## src/rtl/sig_an_pkg.sv

```systemverilog
package sig_an_pkg;
  localparam int unsigned SIG_W_DEF     = 16;
  localparam logic [15:0] SIG_POLY_DEF  = 16'h1281; // x^16+x^12+x^9+x^7+1, x^16 implied
  localparam int unsigned SYNC_DEF      = 2;
endpackage

```

## src/rtl/sig_edge_sync.sv

```systemverilog
module sig_edge_sync #(
  parameter int unsigned STAGES = 2
) (
  input  logic clk_i,
  input  logic rst_ni,
  input  logic line_i,
  input  logic rise_sel_i,
  output logic event_o
);
  logic [STAGES:0] chain_q;
  logic cur, prev;

  always_ff @(posedge clk_i or negedge rst_ni) begin
    if (!rst_ni) chain_q <= '0;
    else         chain_q <= {chain_q[STAGES-1:0], line_i};
  end

  assign cur     = chain_q[STAGES-1];
  assign prev    = chain_q[STAGES];
  assign event_o = rise_sel_i ? (cur & ~prev) : (~cur & prev);

  // an edge cannot be seen on two consecutive cycles
  assert_event_gap_R2: assert property (@(posedge clk_i) disable iff (!rst_ni)
    event_o |=> !event_o);
endmodule

```

## src/rtl/sig_sample_pipe.sv

```systemverilog
module sig_sample_pipe #(
  parameter int unsigned STAGES      = 2,
  parameter bit          SAMPLE_FALL = 1'b0
) (
  input  logic clk_i,
  input  logic rst_ni,
  input  logic data_i,
  output logic data_o
);
  logic [STAGES-1:0] pipe_q;

  // first stage picks the sampling edge, the rest retime to rising edges
  if (SAMPLE_FALL) begin : g_fall
    always_ff @(negedge clk_i or negedge rst_ni) begin
      if (!rst_ni) pipe_q[0] <= 1'b0;
      else         pipe_q[0] <= data_i;
    end
  end else begin : g_rise
    always_ff @(posedge clk_i or negedge rst_ni) begin
      if (!rst_ni) pipe_q[0] <= 1'b0;
      else         pipe_q[0] <= data_i;
    end
  end

  for (genvar i = 1; i < STAGES; i++) begin : g_stage
    always_ff @(posedge clk_i or negedge rst_ni) begin
      if (!rst_ni) pipe_q[i] <= 1'b0;
      else         pipe_q[i] <= pipe_q[i-1];
    end
  end

  assign data_o = pipe_q[STAGES-1];
endmodule

```

## src/rtl/sig_lfsr.sv

```systemverilog
module sig_lfsr #(
  parameter int unsigned   W    = 16,
  parameter logic [W-1:0]  POLY = 16'h1281
) (
  input  logic         clk_i,
  input  logic         rst_ni,
  input  logic         clr_i,
  input  logic         en_i,
  input  logic         bit_i,
  output logic [W-1:0] state_o
);
  logic [W-1:0] st_q, nxt;
  logic         fb;

  assign fb = st_q[W-1];

  // internal-XOR divider: shift in at bit 0, subtract divisor when top bit falls out
  for (genvar i = 0; i < W; i++) begin : g_tap
    if (i == 0) begin : g_lsb
      assign nxt[i] = bit_i ^ (POLY[i] & fb);
    end else begin : g_mid
      assign nxt[i] = st_q[i-1] ^ (POLY[i] & fb);
    end
  end

  always_ff @(posedge clk_i or negedge rst_ni) begin
    if (!rst_ni)    st_q <= '0;
    else if (clr_i) st_q <= '0;
    else if (en_i)  st_q <= nxt;
  end

  assign state_o = st_q;

  assert_idle_hold_R3: assert property (@(posedge clk_i) disable iff (!rst_ni)
    (!clr_i && !en_i) |=> $stable(st_q));
  assert_clear_R9: assert property (@(posedge clk_i) disable iff (!rst_ni)
    clr_i |=> (st_q == '0));
endmodule

```

## src/rtl/sig_window_analyzer.sv

```systemverilog
module sig_window_analyzer
  import sig_an_pkg::*;
#(
  parameter int unsigned      SIG_W       = SIG_W_DEF,
  parameter logic [SIG_W-1:0] POLY        = SIG_POLY_DEF,
  parameter int unsigned      SYNC_STAGES = SYNC_DEF,
  parameter bit               SAMPLE_FALL = 1'b0
) (
  input  logic             clk_i,
  input  logic             rst_ni,
  input  logic             data_i,
  input  logic             start_i,
  input  logic             stop_i,
  input  logic             start_rise_i,
  input  logic             stop_rise_i,
  input  logic [SIG_W-1:0] ref_i,
  input  logic             ref_we_i,
  output logic [SIG_W-1:0] sig_o,
  output logic             win_o,
  output logic             done_o,
  output logic             pass_o,
  output logic             fail_o
);
  logic             start_ev, stop_ev, data_s;
  logic             win_q, done_q, pass_q, fail_q;
  logic [SIG_W-1:0] ref_q, sig;
  logic             shift_en, match, close_ev;

  sig_edge_sync #(.STAGES(SYNC_STAGES)) u_start (
    .clk_i, .rst_ni, .line_i(start_i), .rise_sel_i(start_rise_i), .event_o(start_ev));

  sig_edge_sync #(.STAGES(SYNC_STAGES)) u_stop (
    .clk_i, .rst_ni, .line_i(stop_i), .rise_sel_i(stop_rise_i), .event_o(stop_ev));

  // same depth as the synchronizers keeps data aligned with window edges
  sig_sample_pipe #(.STAGES(SYNC_STAGES), .SAMPLE_FALL(SAMPLE_FALL)) u_data (
    .clk_i, .rst_ni, .data_i, .data_o(data_s));

  assign close_ev = win_q & stop_ev & ~start_ev;
  assign shift_en = win_q & ~stop_ev & ~start_ev;

  sig_lfsr #(.W(SIG_W), .POLY(POLY)) u_lfsr (
    .clk_i, .rst_ni, .clr_i(start_ev), .en_i(shift_en), .bit_i(data_s), .state_o(sig));

  assign match = (sig == ref_q);

  always_ff @(posedge clk_i or negedge rst_ni) begin
    if (!rst_ni) ref_q <= '0;
    else if (ref_we_i) ref_q <= ref_i;
  end

  always_ff @(posedge clk_i or negedge rst_ni) begin
    if (!rst_ni) begin
      win_q  <= 1'b0;
      done_q <= 1'b0;
      pass_q <= 1'b0;
      fail_q <= 1'b0;
    end else begin
      done_q <= 1'b0;
      if (start_ev) begin
        win_q  <= 1'b1;
        pass_q <= 1'b0;
        fail_q <= 1'b0;
      end else if (close_ev) begin
        win_q  <= 1'b0;
        done_q <= 1'b1;
        pass_q <= match;
        fail_q <= ~match;
      end
    end
  end

  assign sig_o  = sig;
  assign win_o  = win_q;
  assign done_o = done_q;
  assign pass_o = pass_q;
  assign fail_o = fail_q;

  assert_done_single_R10: assert property (@(posedge clk_i) disable iff (!rst_ni)
    done_o |=> !done_o);
  assert_done_closed_R10: assert property (@(posedge clk_i) disable iff (!rst_ni)
    done_o |-> !win_o);
  assert_verdict_R6: assert property (@(posedge clk_i) disable iff (!rst_ni)
    done_o |-> (pass_o ^ fail_o));
  assert_open_clear_R2: assert property (@(posedge clk_i) disable iff (!rst_ni)
    start_ev |=> (sig_o == '0 && win_o && !pass_o && !fail_o));
  assert_frozen_R3: assert property (@(posedge clk_i) disable iff (!rst_ni)
    (!win_o && !start_ev) |=> $stable(sig_o));
  assert_stray_stop_R8: assert property (@(posedge clk_i) disable iff (!rst_ni)
    (stop_ev && !win_o && !start_ev) |=> (!done_o && $stable(pass_o) && $stable(fail_o)));
endmodule

```

## config.mk

```make
export PLATFORM = sky130hd
export DESIGN_NAME = sig_window_analyzer
export DESIGN_NICKNAME = d
export VERILOG_FILES = /design/src/rtl/sig_an_pkg.sv /design/src/rtl/sig_edge_sync.sv /design/src/rtl/sig_sample_pipe.sv /design/src/rtl/sig_lfsr.sv /design/src/rtl/sig_window_analyzer.sv
export SDC_FILE = /design/constraint.sdc
export NUM_CORES = 1
export LEC_CHECK = 0
export BUFFER_PORTS_ARGS = -buffer_cell sky130_fd_sc_hd__buf_2
export CORE_AREA = 2 2 68 70
export CTS_BUF_LIST = sky130_fd_sc_hd__clkbuf_4 sky130_fd_sc_hd__clkbuf_8
export CTS_CLUSTER_SIZE = 40
export DETAILED_ROUTE_END_ITERATION = 6
export DIE_AREA = 0 0 70 72
export PLACE_DENSITY = 0.67
export SYNTH_ARGS = -nofsm -noshare
export SYNTH_HDL_FRONTEND = slang
export SYNTH_SLANG_ARGS = --single-unit
```

## constraint.sdc

```tcl
create_clock -name clk_i -period 4.42 [get_ports clk_i]
set_input_delay 0.884 -clock clk_i [delete_from_list [all_inputs] [get_ports clk_i]]
set_output_delay 0.884 -clock clk_i [all_outputs]
set_load 0.02 [all_outputs]
```

==> qor.yml <==
status: "finished clean"
cp.required_ns: 4.55
syn_nets: 163
cts_resized: 0
drtAntennaViolNets: 0
antenna_found_initial: 0
setup_slack_ns: 2.455
slew_viol_final: 0
postSynthCellCount: 139
rrSetupSlack_ns: 2.74
hold_viol: 0
syn_area_per_cell_um2: 13.39
yosysWarningCount: 0
relSlewSlack: 0.2947
drive_gt1_frac: 0.3750
critPathCaptureType: "register"
drc: 0
fmax_mhz: 509.0
num-fill-cells: 400
leakagePower_nw: 1.184
cts_sinks: 44
r2r.worst_path.cells: 4
syn2layout_area_growth_pct: 17.69
regToRegStartpoint: "u_stop.chain_q[1]"
hold_class: "reg2reg"
cts_root_buffer: "clkbuf_8"
cts_made_buffers: 5
multi_input_area_um2: 706.9
gr-total-overflow: 0
cts_htree_levels: 2
synth-compound-area-share: 0.02017
place_worst_setup_slack_ns: 2.144
ir_drop_mv: 0.1973
dieArea_um2: 5040
min_from: "u_stop.chain_q[0]"
routedWlPerCell_um: 14.31
r2r-end: "u_lfsr.state_o[11]"
final_area_um2: 2190
fin_tns_setup_ns: 0
yosys.cell_types.count: 23
ctsHoldBuffers: 0
io-pin-count: 44
synth-adder-area-share: 0
routed-via-count: 1165
fin_nets: 207
initial_core_util: 0.4363
maxCapViolCount: 0
synth_top_family_by_area: "multiplexers"
grt_pass1_wl_um: 5789
port_buffers: 43
gp_congestion: 0.7527
cp_max_fo: 16
crit_arrival_ns: 2.09
seq_area_frac_synth: 0.5918
hold_slack_ns: 0.3509
grt_pass1_vias: 1210
drt_wl_total_um: 3378
rows: 24
slowest_stage: "o21ai_1"
hold_end: "u_stop.chain_q[1]"
vias_per_cell: 4.936
crit_buf_inv: 1
synth_xor_area_frac: 0.09415
ys_seq_elements: 44
fin_util: 0.5135
crit_start: "start_rise_i"
dieHeight_um: 72
fin_crit_ns: 1.965
post-cts-setup-buffers: 0
cts_tree: "built"
placed_area_um2: 2092
seq_area_um2: 1101
muxShareOfSynthArea: 0.1829
cts.clk_slew.worst_paths_ns: 0.08
core_um2: 4264
clock_path_buffers: 2
tightest_slew_ns: 1.051
crit_type: "in2reg"
rsz0062_at_grt: "false"
start_kind: "input port"
crit_chain: "buf_2 -> nand2b_1 -> o21ai_1 -> nor2_1"
p_per_area_nw_per_um2: 389.7
critPathMaxStageDelay_ns: 0.81
fin_skew_ns: 0.005178
synthesis.area_um2: 1861
detailed_place_hpwl_um: 2524
diodes: 0
dieWidth_um: 70
crit_family: "compound AO/OA/AOI/OAI gates"
drt_iter0_markers: 60
finalSetupViolations: 0
finalCritPeriodShare: 0.4445
drt_first_pass_iters: 3
grt_max_degree: 45
synth-simple-area-share: 0.08272
min_path_cells: 0
grt_usage: 0.1489
insertion_delay_ns: 0.29
-- per-stage QoR --
stage,power [W],std cells
floorplan,0.0005610,139
global placement,0.0005956,228
detailed placement,0.0006019,228
CTS,0.0008680,236
global route,0.0009035,236
finish,0.0008534,236
-- where the power goes --
part           internal (W)  switching, W
logic             0.0000597     0.0000698
clock network      0.000140      0.000124
registers          0.000434     0.0000266
total              0.000633      0.000220
-- flip-flops by register name, indices dropped and copies added, names as in the netlist, 3 cells and up --
register	count
ref_q	16
u_lfsr.state_o	16
u_start.chain_q	3
u_stop.chain_q	3
-- cells in the mapped netlist, drive strengths merged --
cell type,count,area [µm²]
or3b,1,11.26
o221a,1,11.26
dfrtp,44,1101
mux2,16,180.2
mux2i,16,160.2
nor4,4,25.02
a21boi,1,7.510
o21ai,1,5.000
nand2,4,15.01
xor2,20,175.2
clkbuf,2,7.510
o22ai,1,6.260
nand4,1,6.260
o21a,1,7.510
nand3b,2,15.01
nor2,16,60.06
buf,4,41.29
nand2b,1,6.260
nand3,2,15.01
inv,1,3.750
-- how the worst max path moves through the flow --
stage	depth (start not counted)	slack (ns)	end
4_1_cts	1	2.44	sig_o[15]
6_report	4	2.46	u_lfsr.state_o[2]
2_1_floorplan	6	2.47	u_lfsr.state_o[0]
3_3_place_gp	4	2.20	u_lfsr.state_o[2]
5_1_grt	4	2.29	u_lfsr.state_o[1]
3_5_place_dp	4	2.14	u_lfsr.state_o[2]
-- layout by cell type, fill, tap and decap left out, drive strengths merged --
cell and count:
o21a 1, o21ai 1, dfrtp 44, nand3 2, nor2 16, o22ai 1
nand2b 1, or3b 1, nor4 4, xor2 20, nand2 4, mux2i 16
buf 43, mux2 16, a21boi 1, inv 1, o221a 1, clkbuf 8
nand4 1, nand3b 2
-- logic make-up after synthesis --
kind of cell | count (synthesis)
muxes | 32
buffers and inverters | 7
and+or+nand+nor | 31
DFF | 44
AOI/OAI and AO/OA | 5
xor gates and xnor gates | 20
-- area by class of cell --
class / count / area share
clock buffers: 8 / 0.04457
well taps: 52 / 0.02971
repair buffers: 43 / 0.09829
flip-flops and latches: 44 / 0.5029
inverters: 1 / 0.001714
multi-input cells: 88 / 0.3229
-- per-layer routing --
metal,part of all wire,vias to the layer above,track usage,wire length (µm)
met3,0.052,6,0.04722,177
met4,0.016,0,0.05128,53
li1,-,559,-,-
met5,0,-,0,0
met2,0.48,31,0.2317,1629
met1,0.45,569,0.1995,1519
Power figures use the tool's default switching activity.
